--- src/rtl/codec_regif_pkg.sv ---
package codec_regif_pkg;
  localparam int ADDR_W    = 6;
  localparam int DATA_W    = 32;
  localparam int N_DIR     = 16;
  localparam int N_IND     = 32;
  localparam int IND_W     = 8;
  localparam int DIR_SEL_W = $clog2(N_DIR);
  localparam int IND_SEL_W = $clog2(N_IND);

  // direct word roles
  localparam int W_INDEX  = 0;
  localparam int W_WINDOW = 1;
  localparam int W_LOCKED = 2;
  localparam int W_CTRL   = 4;

  // indirect slot roles
  localparam int S_WRONLY  = 3;
  localparam int S_RO_A    = 11;
  localparam int S_MASKED  = 12;
  localparam int S_VERSION = 25;

  localparam logic [7:0]  CODEC_ID   = 8'h8A;
  localparam logic [7:0]  CHIP_VER   = 8'hA0;
  localparam logic [7:0]  MASKED_KEEP = 8'h40;
  localparam logic [31:0] CTRL_KEEP  = 32'h0000_007F;
endpackage

--- src/rtl/codec_direct_bank.sv ---
module codec_direct_bank
  import codec_regif_pkg::*;
#(
  parameter int DW  = DATA_W,
  parameter int ND  = N_DIR,
  localparam int SW = $clog2(ND)
) (
  input  logic                 clk,
  input  logic                 rst_n,
  input  logic                 wr_en,
  input  logic [SW-1:0]        wr_sel,
  input  logic [DW-1:0]        wdata,
  input  logic                 soft_rst,
  output logic [ND-1:0][DW-1:0] dir_q
);
  for (genvar g = 0; g < ND; g++) begin : g_word
    logic [DW-1:0] q;
    logic          hit;
    assign hit = wr_en && (wr_sel == SW'(g));
    if (g == W_WINDOW || g == W_LOCKED) begin : g_none
      // window has no storage of its own; locked word never takes writes
      assign q = '0;
    end else if (g == W_CTRL) begin : g_ctrl
      always_ff @(posedge clk or negedge rst_n) begin
        if (!rst_n)      q <= '0;
        else if (hit)    q <= wdata & DW'(CTRL_KEEP);
        else if (soft_rst) q <= '0;
      end
    end else begin : g_plain
      always_ff @(posedge clk or negedge rst_n) begin
        if (!rst_n)        q <= '0;
        else if (soft_rst) q <= '0;
        else if (hit)      q <= wdata;
      end
    end
    assign dir_q[g] = q;
  end

  assert_soft_rst_clears_index_R8: assert property (@(posedge clk) disable iff (!rst_n)
    soft_rst |=> (dir_q[W_INDEX] == '0));

  assert_ctrl_masked_R8: assert property (@(posedge clk) disable iff (!rst_n)
    (wr_en && wr_sel == SW'(W_CTRL)) |=> (dir_q[W_CTRL] == ($past(wdata) & DW'(CTRL_KEEP))));
endmodule

--- src/rtl/codec_indirect_bank.sv ---
module codec_indirect_bank
  import codec_regif_pkg::*;
#(
  parameter int IW  = IND_W,
  parameter int NI  = N_IND,
  localparam int XW = $clog2(NI)
) (
  input  logic                 clk,
  input  logic                 rst_n,
  input  logic                 wr_en,
  input  logic [XW-1:0]        idx,
  input  logic [IW-1:0]        wdata,
  input  logic                 soft_rst,
  output logic [NI-1:0][IW-1:0] ind_q
);
  function automatic logic [IW-1:0] init_val(input int slot);
    if (slot == S_MASKED)  return IW'(CODEC_ID);
    if (slot == S_VERSION) return IW'(CHIP_VER);
    return '0;
  endfunction

  for (genvar g = 0; g < NI; g++) begin : g_slot
    logic [IW-1:0] q;
    logic          hit;
    assign hit = wr_en && (idx == XW'(g));
    if (g == S_RO_A || g == S_VERSION) begin : g_ro
      always_ff @(posedge clk or negedge rst_n) begin
        if (!rst_n)        q <= init_val(g);
        else if (soft_rst) q <= init_val(g);
      end
    end else if (g == S_MASKED) begin : g_masked
      always_ff @(posedge clk or negedge rst_n) begin
        if (!rst_n)        q <= init_val(g);
        else if (soft_rst) q <= init_val(g);
        else if (hit)      q <= (wdata & IW'(MASKED_KEEP)) | IW'(CODEC_ID);
      end
    end else begin : g_rw
      always_ff @(posedge clk or negedge rst_n) begin
        if (!rst_n)        q <= init_val(g);
        else if (soft_rst) q <= init_val(g);
        else if (hit)      q <= wdata;
      end
    end
    assign ind_q[g] = q;
  end

  assert_ro_slot_unchanged_R4: assert property (@(posedge clk) disable iff (!rst_n)
    (wr_en && idx == XW'(S_RO_A) && !soft_rst) |=> $stable(ind_q[S_RO_A]));

  assert_masked_id_bits_R5: assert property (@(posedge clk) disable iff (!rst_n)
    ((ind_q[S_MASKED] & ~IW'(MASKED_KEEP)) == IW'(CODEC_ID)));
endmodule

--- src/rtl/codec_read_port.sv ---
module codec_read_port
  import codec_regif_pkg::*;
#(
  parameter int DW  = DATA_W,
  parameter int ND  = N_DIR,
  parameter int IW  = IND_W,
  parameter int NI  = N_IND,
  localparam int SW = $clog2(ND),
  localparam int XW = $clog2(NI)
) (
  input  logic                  clk,
  input  logic                  rst_n,
  input  logic                  rd_en,
  input  logic [SW-1:0]         rd_sel,
  input  logic [XW-1:0]         idx,
  input  logic [ND-1:0][DW-1:0] dir_q,
  input  logic [NI-1:0][IW-1:0] ind_q,
  output logic [DW-1:0]         rdata
);
  logic [DW-1:0] rd_mux;

  always_comb begin
    if (rd_sel == SW'(W_WINDOW)) begin
      if (idx == XW'(S_WRONLY)) rd_mux = '0;
      else                      rd_mux = DW'(ind_q[idx]);
    end else begin
      rd_mux = dir_q[rd_sel];
    end
  end

  always_ff @(posedge clk or negedge rst_n) begin
    if (!rst_n)     rdata <= '0;
    else if (rd_en) rdata <= rd_mux;
  end

  assert_wronly_reads_zero_R3: assert property (@(posedge clk) disable iff (!rst_n)
    (rd_en && rd_sel == SW'(W_WINDOW) && idx == XW'(S_WRONLY)) |=> (rdata == '0));

  assert_rdata_hold_R9: assert property (@(posedge clk) disable iff (!rst_n)
    !rd_en |=> $stable(rdata));
endmodule

--- src/rtl/codec_regif.sv ---
module codec_regif
  import codec_regif_pkg::*;
#(
  parameter int AW = ADDR_W,
  parameter int DW = DATA_W,
  parameter int ND = N_DIR,
  parameter int NI = N_IND,
  parameter int IW = IND_W
) (
  input  logic          clk,
  input  logic          rst_n,
  input  logic          wr_en,
  input  logic          rd_en,
  input  logic [AW-1:0] addr,
  input  logic [DW-1:0] wdata,
  output logic [DW-1:0] rdata,
  output logic          irq
);
  localparam int SW = $clog2(ND);
  localparam int XW = $clog2(NI);

  logic [SW-1:0]         word;
  logic [XW-1:0]         idx;
  logic                  soft_rst;
  logic                  win_wr;
  logic [ND-1:0][DW-1:0] dir_q;
  logic [NI-1:0][IW-1:0] ind_q;
  logic [1:0]            unused_byte_lane;

  assign word             = addr[AW-1:2];
  assign unused_byte_lane = addr[1:0];
  assign idx              = dir_q[W_INDEX][XW-1:0];
  assign soft_rst         = wr_en && (word == SW'(W_CTRL)) && wdata[0];
  assign win_wr           = wr_en && (word == SW'(W_WINDOW));
  assign irq              = 1'b0;

  codec_direct_bank #(.DW(DW), .ND(ND)) u_dir (
    .clk(clk), .rst_n(rst_n), .wr_en(wr_en), .wr_sel(word),
    .wdata(wdata), .soft_rst(soft_rst), .dir_q(dir_q)
  );

  codec_indirect_bank #(.IW(IW), .NI(NI)) u_ind (
    .clk(clk), .rst_n(rst_n), .wr_en(win_wr), .idx(idx),
    .wdata(wdata[IW-1:0]), .soft_rst(soft_rst), .ind_q(ind_q)
  );

  codec_read_port #(.DW(DW), .ND(ND), .IW(IW), .NI(NI)) u_rd (
    .clk(clk), .rst_n(rst_n), .rd_en(rd_en), .rd_sel(word), .idx(idx),
    .dir_q(dir_q), .ind_q(ind_q), .rdata(rdata)
  );

  assert_irq_low_R9: assert property (@(posedge clk) disable iff (!rst_n) irq == 1'b0);
endmodule

--- config.mk ---
export PLATFORM = sky130hd
export DESIGN_NAME = codec_regif
export DESIGN_NICKNAME = d
export VERILOG_FILES = /design/src/rtl/codec_regif_pkg.sv /design/src/rtl/codec_direct_bank.sv /design/src/rtl/codec_indirect_bank.sv /design/src/rtl/codec_read_port.sv /design/src/rtl/codec_regif.sv
export SDC_FILE = /design/constraint.sdc
export NUM_CORES = 1
export LEC_CHECK = 0
export BUFFER_PORTS_ARGS = -buffer_cell sky130_fd_sc_hd__clkbuf_2
export CORE_ASPECT_RATIO = 1.2
export CORE_MARGIN = 2
export CORE_UTILIZATION = 30
export CTS_CLUSTER_SIZE = 30
export DETAILED_ROUTE_END_ITERATION = 8
export HOLD_SLACK_MARGIN = 0.06
export PLACE_DENSITY_LB_ADDON = 0.2
export SYNTH_ARGS = -nofsm -noshare
export SYNTH_HDL_FRONTEND = slang
export SYNTH_SLANG_ARGS = --single-unit
--- constraint.sdc ---
create_clock -name clk -period 6.8 [get_ports clk]
set_clock_uncertainty 0.15 [all_clocks]
set_input_delay 0.34 -clock clk [delete_from_list [all_inputs] [get_ports clk]]
set_output_delay 0.34 -clock clk [all_outputs]
set_load 0.005 [all_outputs]
==> summary.txt, run 1 <==
Run status
  – Status: completed

Clock network
  – Clock sink count: 688
  – Root buf cell: clkbuf_16
  – Post-CTS Resized: 0
  – Maximum level of the CTS H-tree: 3
  – Clock buffer depth: 3
  – # hold bufs at CTS: 25
  – CTS tree: built
  – Cts bufs inserted: 80
  – Post-CTS setup buffer count: 0
  – Clock transition at path regs: 70 ps
  – Skew-Pair Late Insertion Delay: 690 ps

Floorplanning
  – DIE HEIGHT: 368 um
  – I/O pin count: 75
  – Die area: 113,000 um^2
  – Row count: 133
  – Initial Util: 30.2%
  – Die X: 307 um
  – Core footprint: 110,000 um^2

STA
  – Final setup violation count: 0
  – RSZ-0062 raised after global routing: no
  – Fin. max-slew vios: 0
  – Relative slew slack: 15.9%
  – Final min period: 3580 ps
  – Final Hold Fails: 0
  – PnR worst setup slack: 3220 ps
  – Fmax: 0.279 GHz
  – Worst slew pin tran: 1260 ps
  – Fin crit share: 52.6%
  – Setup TNS: 0 ps

Route
  – DRC viols: 0
  – Initial DRC count: 2,308
  – Final ANT Viol Nets: 0
  – Drt pass-1 iters: 5
  – Vias: 25,500
  – Routed WL: 111,000 um
  – Post-detailed-route wirelength per cell: 22.8 um
  – Avg Vias per Cell: 5.22

Synth
  – Ys flop type: dfrtp_1
  – Fraction of registers with async set/reset: 100%
  – Warnings, synthesis: 0
  – Post-synth cell types: 58
  – Syn_nets: 3,534
  – Synthesized flop and latch total: 688
  – Mapped Cells: 3,492
  – Post-synth design cell area: 33,200 um^2
  – Register area share after synthesis: 51.9%
  – Avg Inst Size Synth: 9.49 um^2
  – EDFF count, synth: 0

Place
  – I/O Buffers: 71
  – Placed cell area: 34,500 um^2
  – GP Congestion: 0.745
  – Pre-CTS setup slack: 2780 ps
  – Post-DP HPWL: 61,000 um

Finish
  – Post-Layout Inst Area: 37,500 um^2
  – Final nets: 3,443
  – Area grow syn2layout: 13.2%
  – Fill cells: 11,100
  – Fraction of layout cells with a size suffix above 1: 13.7%

Setup path
  – Worst setup EP type: register
  – CP Launch Type: register
  – CP Data Arrival Time: 3970 ps
  – Crit. Startpoint: u_dir.g_word[0].q[3]$_DFFE_PN0P_
  – FF-to-FF Start: u_dir.g_word[0].q[3]$_DFFE_PN0P_
  – Critical path data required time: 7200 ps
  – Critical Path Fanout Max: 28
  – Critical path class: register to register

GRT
  – Initial antenna violation count: 3
  – GR peak layer: met2
  – Total track usage: 19.7%
  – First-pass GRT wire length: 171,000 um
  – Vias in the first global route: 25,800
  – GR Layer Usage met3: 3.28%
  – Congestion Overflow GR: 0
  – Met1 Use GR: 26.9%
  – Largest net degree at the start of global routing: 149
  – GRT met2 Usage: 32.1%

Power
  – Maximum vdd drop: 0.190 mV
  – PD cells: 300 nW/um^2
  – Static leakage: 0.0165 uW

Job
  – Number of max-cap violations: 0

Worst hold path
  – Type of the worst min-delay path: primary input to async pin
==> worst max-delay path, stage by stage, from the launching register on <==
cell and delay, ps:
dfrtp_1 600, buf_4 360, nor2_4 480, nand4_2 700, nor3_4 800, mux2i_1 260, nor2_1 50
==> power by group <==
part / switching, uW / internal [uW] / total [uW] / leakage [uW]
Clock: 1910 / 2640 / 4550 / 0.00135
Combinational: 980 / 720 / 1700 / 0.00607
Sequential: 352 / 4660 / 5010 / 0.00909
==> cells in the final DEF (no fill, tap or decap), types with 36 or more instances in the layout <==
cell,count
nand2_1,963
o21ai_0,123
nand3_1,36
clkbuf_2,66
clkbuf_16,81
mux2_2,40
a22oi_1,40
nor3_1,43
mux2i_1,140
a21oi_1,567
buf_4,56
nor2_1,198
mux4_2,114
dfrtp_1,686
==> layer usage <==
layer	vias up	wire length, um
met5	-	7
met4	2	3140
met3	168	5520
met2	600	53300
met1	13000	49500
li1	11700	-
==> state kept, by name, indices dropped and copies added (netlist names) <==
register	cells
u_ind.g_slot.q	233
u_rd.rdata	32
u_dir.g_word.q	423
==> metrics by stage <==
step	hold slack (ps)	cells	total power (uW)	util (%)
detailed placement	236	4711	6790	31.5
global placement	242	4711	6760	31.5
finish	104	4883	11300	34.2
floorplan	-106	3492	6170	-
global route	127	4883	11800	34.2
CTS	82.8	4882	11400	34.2
==> cells in the mapped netlist (all sizes together), types with 18 or more instances <==
cell type / count / area share [%]
nand2: 975 / 11
dfrtp: 688 / 52
a21oi: 567 / 8.6
nor2: 211 / 2.4
clkbuf: 174 / 2.0
buf: 158 / 2.6
mux2i: 140 / 4.2
o21ai: 126 / 1.9
mux4: 114 / 7.7
nor3: 51 / 0.93
nand3: 47 / 0.88
a22oi: 40 / 0.91
mux2: 40 / 1.4
nor2b: 34 / 0.64
a221oi: 33 / 0.87
inv: 18 / 0.20
==> final timing paths <==
check | cells after the start | to | slack (ps)
worst max-delay path | 6 | u_ind.g_slot[16].q[6]$_DFFE_PN0P_ | 3220
worst min register to register | 2 | u_dir.g_word[8].q[0]$_DFFE_PN0P_ | 360
worst max register to register | 6 | u_ind.g_slot[16].q[6]$_DFFE_PN0P_ | 3220
worst min-delay path | 2 | u_ind.g_slot[20].q[4]$_DFFE_PN0P_ | 100
max in group asynchronous | 4 | u_ind.g_slot[0].q[5]$_DFFE_PN0P_ | 4570
min in group clk | 4 | u_dir.g_word[0].q[1]$_DFFE_PN0P_ | 110
==> cells by family after synthesis <==
logic type,Yosys count,synth area share [%]
simple gates,1351,16.7
compound gates,808,13.3
flops,688,51.9
buf+inv,350,4.74
mux,294,13.3
other cells,1,0.0113
==> layout make-up <==
type,count,area [um^2],share of cell area (%)
clock inverters,25,354,0.944
inverters,18,67.6,0.180
multi-input cells,2454,14500,38.7
diodes,1,2.50,0.00667
well taps,1417,1770,4.73
flip-flops and latches,688,17200,45.9
repair buffers,159,1200,3.21
clock buffers,121,2390,6.36
(Power assumes the default switching activity.)
==> inputs of run 2 (changes only) <==
ABC_AREA = 1   (was not set)
clock period = 3.7 ns   (was 6.8 ns; I/O delays follow)
==> summary.txt, run 2 <==
Run status
  – Status: completed

Setup path
  – Setup slack, reg-to-reg: 1010 ps
  – FF-to-FF Start: u_dir.g_word[0].q[0]$_DFFE_PN0P_
  – Reg2Reg Depth: 6
  – CP cell instances: buf_4, nand2_1, nor2_1, nand3_1, nand3_1, o21ai_0
  – CP Launch Type: register
  – Critical Path Fanout Max: 65
  – Most used cell, CP: nand3_1
  – Critical path data required time: 4020 ps
  – Worst setup EP type: register
  – Number of buffers and inverters on the critical path: 1
  – Max stage delay cell, worst path: buf_4
  – Terminus of the critical flop-to-flop path: u_ind.g_slot[21].q[7]$_DFFE_PN0P_
  – Slowest stage delay, CP: 710 ps
  – CP Data Arrival Time: 3010 ps
  – Family with the most delay on the worst path: simple AND/OR/NAND/NOR gates
  – Critical path class: register to register

GRT
  – Total track usage: 18.9%
  – First-pass GRT wire length: 157,000 um
  – Met1 Use GR: 25.8%
  – GR Layer Usage met3: 2.40%
  – Congestion Overflow GR: 0
  – GRT met2 Usage: 31.8%
  – Vias in the first global route: 25,000
  – Initial antenna violation count: 1
  – GR peak layer: met2
  – Largest net degree at the start of global routing: 85

Synth
  – Warnings, synthesis: 0
  – Post-synth design cell area: 31,300 um^2
  – Avg Inst Size Synth: 7.88 um^2
  – Top-count cell post-synth: nand2_1
  – Fraction of registers with async set/reset: 100%
  – Syn_nets: 4,016
  – Mapped Cells: 3,974
  – EDFF count, synth: 0
  – Ys flop type: dfrtp_1
  – Post-synth cell types: 34
  – Top cells by count, synth: nand2_1 (1,840), dfrtp_1 (688), o21ai_0 (580)
  – Largest area contributor in the netlist: dfrtp_1
  – Share of the synthesized area in the top cell type: 55.0%
  – Synth top area cells: dfrtp_1 (55%), nand2_1 (22%), o21ai_0 (9.3%)
  – Register area share after synthesis: 55.0%
  – Synthesized flop and latch total: 688

Finish
  – Biggest register: u_dir.g_word.q
  – Area grow syn2layout: 15.3%
  – Largest regs: u_dir.g_word.q (423), u_ind.g_slot.q (233), u_rd.rdata (32)
  – Post-Layout Inst Area: 36,100 um^2
  – Fill cells: 11,100
  – N_diodes: 0
  – Final nets: 4,027
  – Fraction of layout cells with a size suffix above 1: 8.71%
  – Register Area: 17,200 um^2
  – Number of flip-flops under the largest register name: 423
  – Commonest non-fill, non-tap cell in the layout: nand2_1
  – Commonest non-fill, non-tap cells in the layout: nand2_1 (1,834), dfrtp_1 (687), o21ai_0 (580), nand3_1 (134), o21ai_1 (120)
  – Layout Cells excl Fill: 5,418
  – Area of the multi-input gates: 12,300 um^2
  – Post-Route Utilization: 35.0%

STA
  – Final min period: 2690 ps
  – Final setup violation count: 0
  – Relative slew slack: 23.6%
  – Final Hold Fails: 0
  – Fmax: 0.372 GHz
  – PnR worst setup slack: 1010 ps
  – RSZ-0062 raised after global routing: no
  – Setup TNS: 0 ps
  – Fin crit share: 72.6%
  – Fin. max-slew vios: 0
  – Worst slew pin tran: 1140 ps

Route
  – Initial DRC count: 2,024
  – DRC viols: 0
  – Final ANT Viol Nets: 0
  – Avg Vias per Cell: 4.79
  – Vias: 25,900
  – Drt pass-1 iters: 6
  – Routed WL: 101,000 um
  – Post-detailed-route wirelength per cell: 18.6 um

Clock network
  – Clock buffer depth: 3
  – CTS tree: built
  – Cts bufs inserted: 81
  – Root buf cell: clkbuf_16
  – Clock sink count: 688
  – Clock transition at path regs: 60 ps
  – Skew-Pair Late Insertion Delay: 650 ps
  – Post-CTS setup buffer count: 0
  – Maximum level of the CTS H-tree: 3

Power
  – Logic pwr share: 18.2%
  – Maximum vdd drop: 0.301 mV
  – P_int: 15,300 uW
  – Sw frac: 30.9%
  – Seq pwr share: 45.5%
  – Static leakage: 0.0176 uW
  – PD cells: 613 nW/um^2
  – Switching pwr: 6850 uW
  – Clock power frac: 36.3%

Worst hold path
  – Hold Path Depth: 7
  – Type of the worst min-delay path: primary input to register
  – Hold Path Sink: u_dir.g_word[4].q[5]$_DFFE_PN0P_
  – Hold path start: addr[2]

Floorplanning
  – Die X: 299 um
  – Row count: 129
  – I/O pin count: 75
  – Initial Util: 30.3%
  – Core footprint: 103,000 um^2
  – DIE HEIGHT: 358 um
  – Die area: 107,000 um^2

Place
  – Placed cell area: 33,000 um^2
  – Pre-CTS setup slack: 740 ps
  – Placed cells: 5,237
  – I/O Buffers: 71
  – Post-DP HPWL: 60,400 um
  – GP Congestion: 0.801

Job
  – Number of max-cap violations: 0
-- run 2: cell types whose count changed after synthesis, moves of 60 or more --
cell | previous run | this run
nand2_1 | 975 | 1840
mux2i_1 | 140 | 0
mux4_2 | 114 | 0
buf_2 | 120 | 60
nand3_1 | 36 | 134
nor2_1 | 208 | 94
o21ai_0 | 123 | 580
a21oi_1 | 567 | 3
inv_1 | 17 | 100
o21ai_1 | 3 | 120
-- run 2: kinds of logic after synthesis --
| logic type | synth area share, % |
|---|---|
| AO/OA/AOI/OAI | 12.3 |
| buffers and inverters | 5.75 |
| flip-flops | 55.0 |
| other | 0.0120 |
| AND/OR/NAND/NOR | 27.0 |
-- run 2: worst max-delay path by stage --
stage                                                start                           endpoint  cells after the start
after floorplan           u_dir.g_word[0].q[0]$_DFFE_PN0P_          u_rd.rdata[5]$_DFFE_PN0P_                     10
after global placement                             addr[5]  u_dir.g_word[10].q[7]$_DFFE_PN0P_                      9
after detailed placement                           addr[5]  u_dir.g_word[10].q[7]$_DFFE_PN0P_                      9
after CTS                 u_dir.g_word[0].q[0]$_DFFE_PN0P_  u_ind.g_slot[21].q[2]$_DFFE_PN0P_                      6
after global routing      u_dir.g_word[0].q[0]$_DFFE_PN0P_  u_ind.g_slot[21].q[5]$_DFFE_PN0P_                      6
final                     u_dir.g_word[0].q[0]$_DFFE_PN0P_  u_ind.g_slot[21].q[7]$_DFFE_PN0P_                      6
-- run 2: power by group through the flow --
stage / clock network (uW) / logic, uW / registers (uW)
2_1_floorplan: 0 / 2700 / 9950
3_3_place_gp: 0 / 3990 / 10200
3_5_place_dp: 0 / 4040 / 10200
4_1_cts: 8230 / 4090 / 10100
5_1_grt: 8550 / 4660 / 10300
6_report: 8050 / 4030 / 10100
-- run 2: timing repair --
item | 4_1_cts | 5_1_grt
endpoints found under the hold margin | 695 | 0
setup endpoints to repair | 0 | 0
hold buffers | 40 | 0
resized for setup | 0 | 0
-- run 2: stage by stage --
| stage | power [uW] | hold WS [ps] |
|---|---|---|
| floorplan | 12700 | -261 |
| global placement | 14100 | 143 |
| detailed placement | 14200 | 135 |
| CTS | 22400 | 83.9 |
| global route | 23500 | 131 |
| finish | 22100 | 132 |
-- run 2: area by class of cell --
cell class	count	share of cell area (%)
multi-input cells	2886	34.2
clock buffers	114	6.37
clock inverters	27	1.01
flip-flops and latches	688	47.7
repair buffers	206	4.71
well taps	1375	4.76
inverters	122	1.28
-- run 2: metal layers --
layer	share of wire (%)	routed length, um
met1	46	46700
met4	2.4	2390
met5	0.0089	9
met2	47	47500
met3	4.3	4290
-- run 2: worst register-to-register path: cells and delay by family, from the launching register on --
kind / cells / cell delay [ps]
flops: 1 / 470
buf+inv: 1 / 710
simple gates: 4 / 1080
compound gates: 1 / 100
